**src/rtl/eirq_pkg.sv**
```systemverilog
// Package: shared register decode for the external interrupt detector.
// Assumes a two-bit register address.
package eirq_pkg;
    localparam int ADDR_W = 2;

    typedef enum logic [ADDR_W-1:0] {
        REG_EDGE = 2'd0,
        REG_POL  = 2'd1,
        REG_BOTH = 2'd2,
        REG_FLAG = 2'd3
    } eirq_reg_e;
endpackage

```
**src/rtl/eirq_sync.sv**
```systemverilog
// Module: per-pin multi-flop synchroniser.
// Assumes the pins are asynchronous to clk. RESET_VAL is loaded into every
// stage so that the first cycles after reset see a known pin level.
module eirq_sync #(
    parameter int NUM_PINS    = 8,
    parameter int STAGES      = 2,
    parameter bit RESET_VAL   = 1'b1
) (
    input  logic                clk,
    input  logic                rst_n,
    input  logic [NUM_PINS-1:0] pin_async,
    output logic [NUM_PINS-1:0] pin_sync
);
    generate
        for (genvar g = 0; g < NUM_PINS; g++) begin : g_pin
            logic [STAGES-1:0] chain_q;

            // Shift the raw pin through the synchroniser chain.
            always_ff @(posedge clk) begin
                if (!rst_n) chain_q <= {STAGES{RESET_VAL}};
                else        chain_q <= {chain_q[STAGES-2:0], pin_async[g]};
            end

            assign pin_sync[g] = chain_q[STAGES-1];
        end
    endgenerate
endmodule

```
**src/rtl/eirq_detect.sv**
```systemverilog
// Module: per-pin event detector.
// Compares the synchronised level with the previous cycle's value and
// applies the both-edge, edge-select and polarity choices. The output is
// combinational, one cycle ahead of the flag register.
module eirq_detect #(
    parameter int NUM_PINS  = 8,
    parameter bit RESET_VAL = 1'b1
) (
    input  logic                clk,
    input  logic                rst_n,
    input  logic [NUM_PINS-1:0] pin_sync,
    input  logic [NUM_PINS-1:0] cfg_edge,
    input  logic [NUM_PINS-1:0] cfg_pol,
    input  logic [NUM_PINS-1:0] cfg_both,
    output logic [NUM_PINS-1:0] event_v
);
    logic [NUM_PINS-1:0] prev_q;

    // Hold last cycle's synchronised level for transition detection.
    always_ff @(posedge clk) begin
        if (!rst_n) prev_q <= {NUM_PINS{RESET_VAL}};
        else        prev_q <= pin_sync;
    end

    generate
        for (genvar g = 0; g < NUM_PINS; g++) begin : g_det
            logic rise, fall, lvl_hit, edge_hit;

            // Classify this pin's current sample against its configuration.
            always_comb begin
                rise     = pin_sync[g] & ~prev_q[g];
                fall     = ~pin_sync[g] & prev_q[g];
                lvl_hit  = cfg_pol[g] ? pin_sync[g] : ~pin_sync[g];
                edge_hit = cfg_pol[g] ? rise : fall;
                if (cfg_both[g])      event_v[g] = rise | fall;
                else if (cfg_edge[g]) event_v[g] = edge_hit;
                else                  event_v[g] = lvl_hit;
            end
        end
    endgenerate
endmodule

```
**src/rtl/eirq_regs.sv**
```systemverilog
// Module: configuration bytes, pending flags and read mux.
// Assumes one write per cycle; a hardware event beats a software clear.
module eirq_regs
    import eirq_pkg::*;
#(
    parameter int NUM_PINS = 8
) (
    input  logic                clk,
    input  logic                rst_n,
    input  logic                wr_en,
    input  logic [ADDR_W-1:0]   wr_addr,
    input  logic [NUM_PINS-1:0] wr_data,
    input  logic [ADDR_W-1:0]   rd_addr,
    input  logic [NUM_PINS-1:0] event_v,
    output logic [NUM_PINS-1:0] cfg_edge,
    output logic [NUM_PINS-1:0] cfg_pol,
    output logic [NUM_PINS-1:0] cfg_both,
    output logic [NUM_PINS-1:0] flags,
    output logic [NUM_PINS-1:0] rd_data
);
    logic [NUM_PINS-1:0] keep_mask;

    // Bits that survive this cycle's software access to the flag byte.
    always_comb begin
        keep_mask = '1;
        if (wr_en && eirq_reg_e'(wr_addr) == REG_FLAG) keep_mask = wr_data;
    end

    // Configuration byte storage.
    always_ff @(posedge clk) begin
        if (!rst_n) begin
            cfg_edge <= '0;
            cfg_pol  <= '0;
            cfg_both <= '0;
        end else if (wr_en) begin
            case (eirq_reg_e'(wr_addr))
                REG_EDGE: cfg_edge <= wr_data;
                REG_POL:  cfg_pol  <= wr_data;
                REG_BOTH: cfg_both <= wr_data;
                default:  ;
            endcase
        end
    end

    // Pending flags: clear by writing zero, set on events, set wins.
    always_ff @(posedge clk) begin
        if (!rst_n) flags <= '0;
        else        flags <= (flags & keep_mask) | event_v;
    end

    // Combinational read-back.
    always_comb begin
        case (eirq_reg_e'(rd_addr))
            REG_EDGE: rd_data = cfg_edge;
            REG_POL:  rd_data = cfg_pol;
            REG_BOTH: rd_data = cfg_both;
            default:  rd_data = flags;
        endcase
    end
endmodule

```
**src/rtl/ext_irq_detect.sv**
```systemverilog
// Module: top of the external interrupt detector.
// Synchronises the pins, detects configured events, keeps pending flags
// and ORs enabled flags into one request. Pins should idle high at reset.
module ext_irq_detect
    import eirq_pkg::*;
#(
    parameter int NUM_PINS    = 8,
    parameter int SYNC_STAGES = 2
) (
    input  logic                clk,
    input  logic                rst_n,
    input  logic [NUM_PINS-1:0] pin_in,
    input  logic [NUM_PINS-1:0] pin_en,
    input  logic                wr_en,
    input  logic [ADDR_W-1:0]   wr_addr,
    input  logic [NUM_PINS-1:0] wr_data,
    input  logic [ADDR_W-1:0]   rd_addr,
    output logic [NUM_PINS-1:0] rd_data,
    output logic                irq
);
    localparam bit IDLE_LEVEL = 1'b1;

    logic [NUM_PINS-1:0] pin_sync;
    logic [NUM_PINS-1:0] event_v;
    logic [NUM_PINS-1:0] cfg_edge, cfg_pol, cfg_both;
    logic [NUM_PINS-1:0] flag_q;

    eirq_sync #(.NUM_PINS(NUM_PINS), .STAGES(SYNC_STAGES), .RESET_VAL(IDLE_LEVEL)) i_sync (
        .clk(clk), .rst_n(rst_n), .pin_async(pin_in), .pin_sync(pin_sync)
    );

    eirq_detect #(.NUM_PINS(NUM_PINS), .RESET_VAL(IDLE_LEVEL)) i_detect (
        .clk(clk), .rst_n(rst_n), .pin_sync(pin_sync),
        .cfg_edge(cfg_edge), .cfg_pol(cfg_pol), .cfg_both(cfg_both),
        .event_v(event_v)
    );

    eirq_regs #(.NUM_PINS(NUM_PINS)) i_regs (
        .clk(clk), .rst_n(rst_n), .wr_en(wr_en), .wr_addr(wr_addr),
        .wr_data(wr_data), .rd_addr(rd_addr), .event_v(event_v),
        .cfg_edge(cfg_edge), .cfg_pol(cfg_pol), .cfg_both(cfg_both),
        .flags(flag_q), .rd_data(rd_data)
    );

    // Combined request from enabled pending flags.
    assign irq = |(flag_q & pin_en);
endmodule

```
**config.mk**
```make
export PLATFORM = sky130hd
export DESIGN_NAME = ext_irq_detect
export DESIGN_NICKNAME = d
export VERILOG_FILES = /design/src/rtl/eirq_pkg.sv /design/src/rtl/eirq_sync.sv /design/src/rtl/eirq_detect.sv /design/src/rtl/eirq_regs.sv /design/src/rtl/ext_irq_detect.sv
export SDC_FILE = /design/constraint.sdc
export NUM_CORES = 1
export LEC_CHECK = 0
export BUFFER_PORTS_ARGS = -buffer_cell sky130_fd_sc_hd__buf_2
export CORE_MARGIN = 8
export CORE_UTILIZATION = 56
export DETAILED_ROUTE_END_ITERATION = 8
export PLACE_DENSITY = 0.78
export SLEW_MARGIN = 10
export SYNTH_ARGS = -nofsm -noshare
export SYNTH_HDL_FRONTEND = slang
export SYNTH_SLANG_ARGS = --single-unit
```
**constraint.sdc**
```tcl
create_clock -name clk -period 2.05 [get_ports clk]
set_input_delay 0.41 -clock clk [delete_from_list [all_inputs] [get_ports clk]]
set_output_delay 0.41 -clock clk [all_outputs]
set_load 0.005 [all_outputs]
```
Word-level counts from Yosys, hierarchy flattened
Index checks and enable logic that the tools add are counted.

operators by class
  reductions and logical operators = 7
  shift-type cells = 0
  equality and inequality tests = 5
  order comparisons = 0
  divide/modulo/power cells = 0
  multipliers = 0
  multiplexer cells = 34
  $add $sub $neg = 0
  bitwise operators = 43

operators by type and width
  operator            number
  $mux 1              32
  $pmux 8 s3          1
  $and 1x1->1         16
  $and 8x8->8         2
  $not 1->1           16
  $mux 8              1
  $or 1x1->1          8
  $or 8x8->8          1
  $reduce_or 8->1     1
  $eq 2x2->1 const B  3
  $reduce_and 2->1    3
  $eq 2x1->1 const B  2
  $logic_not 2->1     2
  $logic_and 1x1->1   1

storage, ports and cells
  input port bits = 31
  register bits = 56
  bits in read-only memories = 0
  bits in writable memories = 0
  latch bits = 0
  output and inout bits = 9
  memories kept = 0

Longest topological paths before layout
  word-level depth = 6
  depth in mapped cells = 5

By module
Synthesis repeated with hierarchy kept, for this count alone.

second synthesis, totals
  cells, all modules = 269
  area, all modules = 2777.7 µm²

modules (own cells, without submodules)
  module          cells each  seq. area each (µm²)  instances  area each (µm²)
  eirq_regs       134         640.6                 1          1375.1
  eirq_detect     89          160.2                 1          874.6
  eirq_sync       41          320.3                 1          491.7
  ext_irq_detect  5           0.0                   1          36.3

Least setup slack after synthesis
OpenSTA, ideal clock, no wires.

  path kind = input -> output
  start point = in rd_addr[0]
  end point = out rd_data[3]
  path buffers = 1
  stages = 2
  arrival = 1161 ps
  data required time = 1640 ps
  path slack = 479 ps
  path through = buf_2 -> mux4_1

on the way
  longest elaborated chain between the ends = 2
  elaborated cells between the ends (all ways) = 4

ends and longest elaborated chain
  what                                line                  source
  start: declaration                  ext_irq_detect.sv:17  input logic [ADDR_W-1:0] rd_addr,
  $eq 2x2->1 (tied with other cells)  eirq_regs.sv:53       case (eirq_reg_e'(rd_addr))
  $pmux 8 s3 *                        eirq_regs.sv:53
  end: declaration                    ext_irq_detect.sv:18  output logic [NUM_PINS-1:0] rd_data,

Every way passes the cells marked *; elsewhere a longest branch is shown, timed or not.

Worst setup path in the final report
  start point = in rd_addr[0]
  end point = out rd_data[4]

Same word-level chain as after synthesis.

==> metrics <==
I/O Buffers 39; top routing layer in use met4; initial antenna violation count 0; core footprint 4720 sq um; WP data arrival 1.39 ns; fin nets 348; Reg clk slew, reported paths 0.10 ns; Resized Gates After CTS 0; Placer Congestion 0.801; RSZ-0062 raised after global routing false; Mapped Nets 310; Setup Buffers After CTS 0; worst slew pin tran 0.590 ns; crit path capture type output pin; area growth from synthesis to final layout 13.2%; Post-synth EDFFs 0; CTS tree done; Clk Latency, worst-skew pair 0.30 ns; Max FO, Critical Path 8; Post-Syn Area per Cell 10.4 sq um; Tmin final 1.80 ns; post-synthesis sequential area ratio 41.1%; crit-path most repeated cell buf_2; vias in the first global route 1881; routed vias/inst 5.06; Finished Core Util 65.3%; Synth async-reset ratio 0%; Max H-tree Level 2; setup TNS 0 ns; row count 25; vias 1868; Remaining DRCs 0; Post-CTS Hold Fix Bufs 0; Power Dens Cells 665 nW/um^2; clock skew 0.00711 ns; 1st-pass router iterations 4; hold_ws 0.281 ns; CTS root buf clkbuf_8; Worst Path Buf+Inv 2; Post-DP HPWL 3670 microns; Pleak 0.00150 uW; crit-path leading delay family multiplexers; Worst Setup Start Kind input pin; area occupied by registers 1120 sq um; antenna cells 0; Setup CP Type in2out; Synth top area share 41.1%; CTS Sinks 56; Synth Register Bits 56; initial cell density of the core 57.7%; max_cap viols 0; most frequent cell after synthesis dfxtp_1; initial drt markers 121; die height 85.8 microns; total track usage 14.2%; Post-synth top cells dfxtp_1, inv_1, mux2i_1, nor2b_1, nand2_1; Yosys warnings 0; post-place setup slack 0.236 ns; multi-input logic area 1470 sq um; Cell variety after synth 26; Tot Pwr 2050 uW; Total Routed Length 5120 microns; Max-slew headroom 60.5%; Final WS setup 0.249 ns; full die area 7350 sq um; final worst path period share 87.8%; Fillers 398; layout cell share with drive strength beyond 1 19.5%; Routed Antenna Nets 0; Synth area leader dfxtp_1; Bufs on Longest Clock Path 2; met3 WL 230 microns; final-report setup violation count 0; fmax 0.555 GHz; synth top area cells dfxtp_1, mux2i_1, ha_1; cell breakdown of the critical path buf_2 > mux4_1 > buf_2; gate count of the mapped netlist 263; status finished clean; Num CTS Buffers 5; IO Count 40; DR WL/cell 13.9 microns; first-pass GRT wire length 8410 microns; met1 WL 2350 microns; worst stage delay on the critical path 0.59 ns; Top FF cell, synth dfxtp_1; routed length on met2 2480 microns; Hold Crit Class in2reg; Die X 85.8 microns; grt ovf 0; Synth Cell Area 2730 sq um; max-slew violations 0; Hold Vio Cnt, Final 0; Crit path required time 1.64 ns; VDD IR-drop max 452 uV; largest net degree at the start of global routing 51; Critical-path top delay cell mux4_1
-- flip-flops by register name, indices dropped and copies added, names as in the netlist --
register / flops
i_detect.prev_q: 8
i_regs.cfg_both: 8
i_regs.cfg_edge: 8
i_regs.cfg_pol: 8
i_regs.flags: 8
i_sync.g_pin.chain_q: 16
-- metrics by stage --
stage / cell area, sq um / cells
2_1_floorplan: 2730 / 263
3_3_place_gp: 2990 / 361
3_5_place_dp: 2990 / 361
4_1_cts: 3080 / 369
5_1_grt: 3080 / 369
6_report: 3080 / 369
-- final timing paths --
check / from / to / slack (ns) / cells after the start
worst min-delay path: pin_in[0] / i_sync.g_pin[0].chain_q[0] / 0.28 / 2
worst max-delay path: rd_addr[0] / rd_data[4] / 0.25 / 3
worst min register to register: i_sync.g_pin[6].chain_q[0] / i_sync.g_pin[6].chain_q[1] / 0.41 / 1
worst max register to register: i_sync.g_pin[3].chain_q[1] / i_regs.flags[3] / 0.46 / 5
-- layout by cell type (no fill, tap or decap), drive strengths merged, types with 6 or more instances in the layout --
cell,instances
nand2b,16
mux2i,24
and3,8
o41a,8
inv,24
dfxtp,56
nor2b,24
o21ai,8
nand2,19
ha,16
mux4,8
clkbuf,6
buf,42
and2,8
mux2,8
-- report_power, final --
part | total (uW) | internal [uW] | switching [uW]
clock | 606 | 270 | 336
sequential | 1190 | 1140 | 44.0
combinational | 260 | 144 | 116
total | 2050 | 1560 | 495
-- logic make-up (layout without fill, tap and decap cells) --
family / Yosys count / in the layout / synth area share [%]
AO/OA/AOI/OAI: 23 / 23 / 6.70
XOR/XNOR: 5 / 5 / 1.61
adder cells (fa/ha/maj): 16 / 16 / 7.35
buffers and inverters: 35 / 74 / 5.05
flip-flops: 56 / 56 / 41.1
multiplexers: 40 / 40 / 19.8
AND/OR/NAND/NOR: 88 / 88 / 18.3
-- routing by layer --
metal,track usage [%],up-vias
met5,0,-
met4,4.62,0
met3,3.34,6
met2,25.2,36
met1,16.2,856
li1,-,970
-- area by class of cell --
class / count / share of cell area, %
clock buffers: 6 / 2.68
clock inverters: 2 / 0.325
inverters: 24 / 2.92
multi-input cells: 172 / 47.5
flip-flops and latches: 56 / 36.3
well taps: 67 / 2.72
repair buffers: 42 / 7.46
Power figures use the tool's default switching activity.
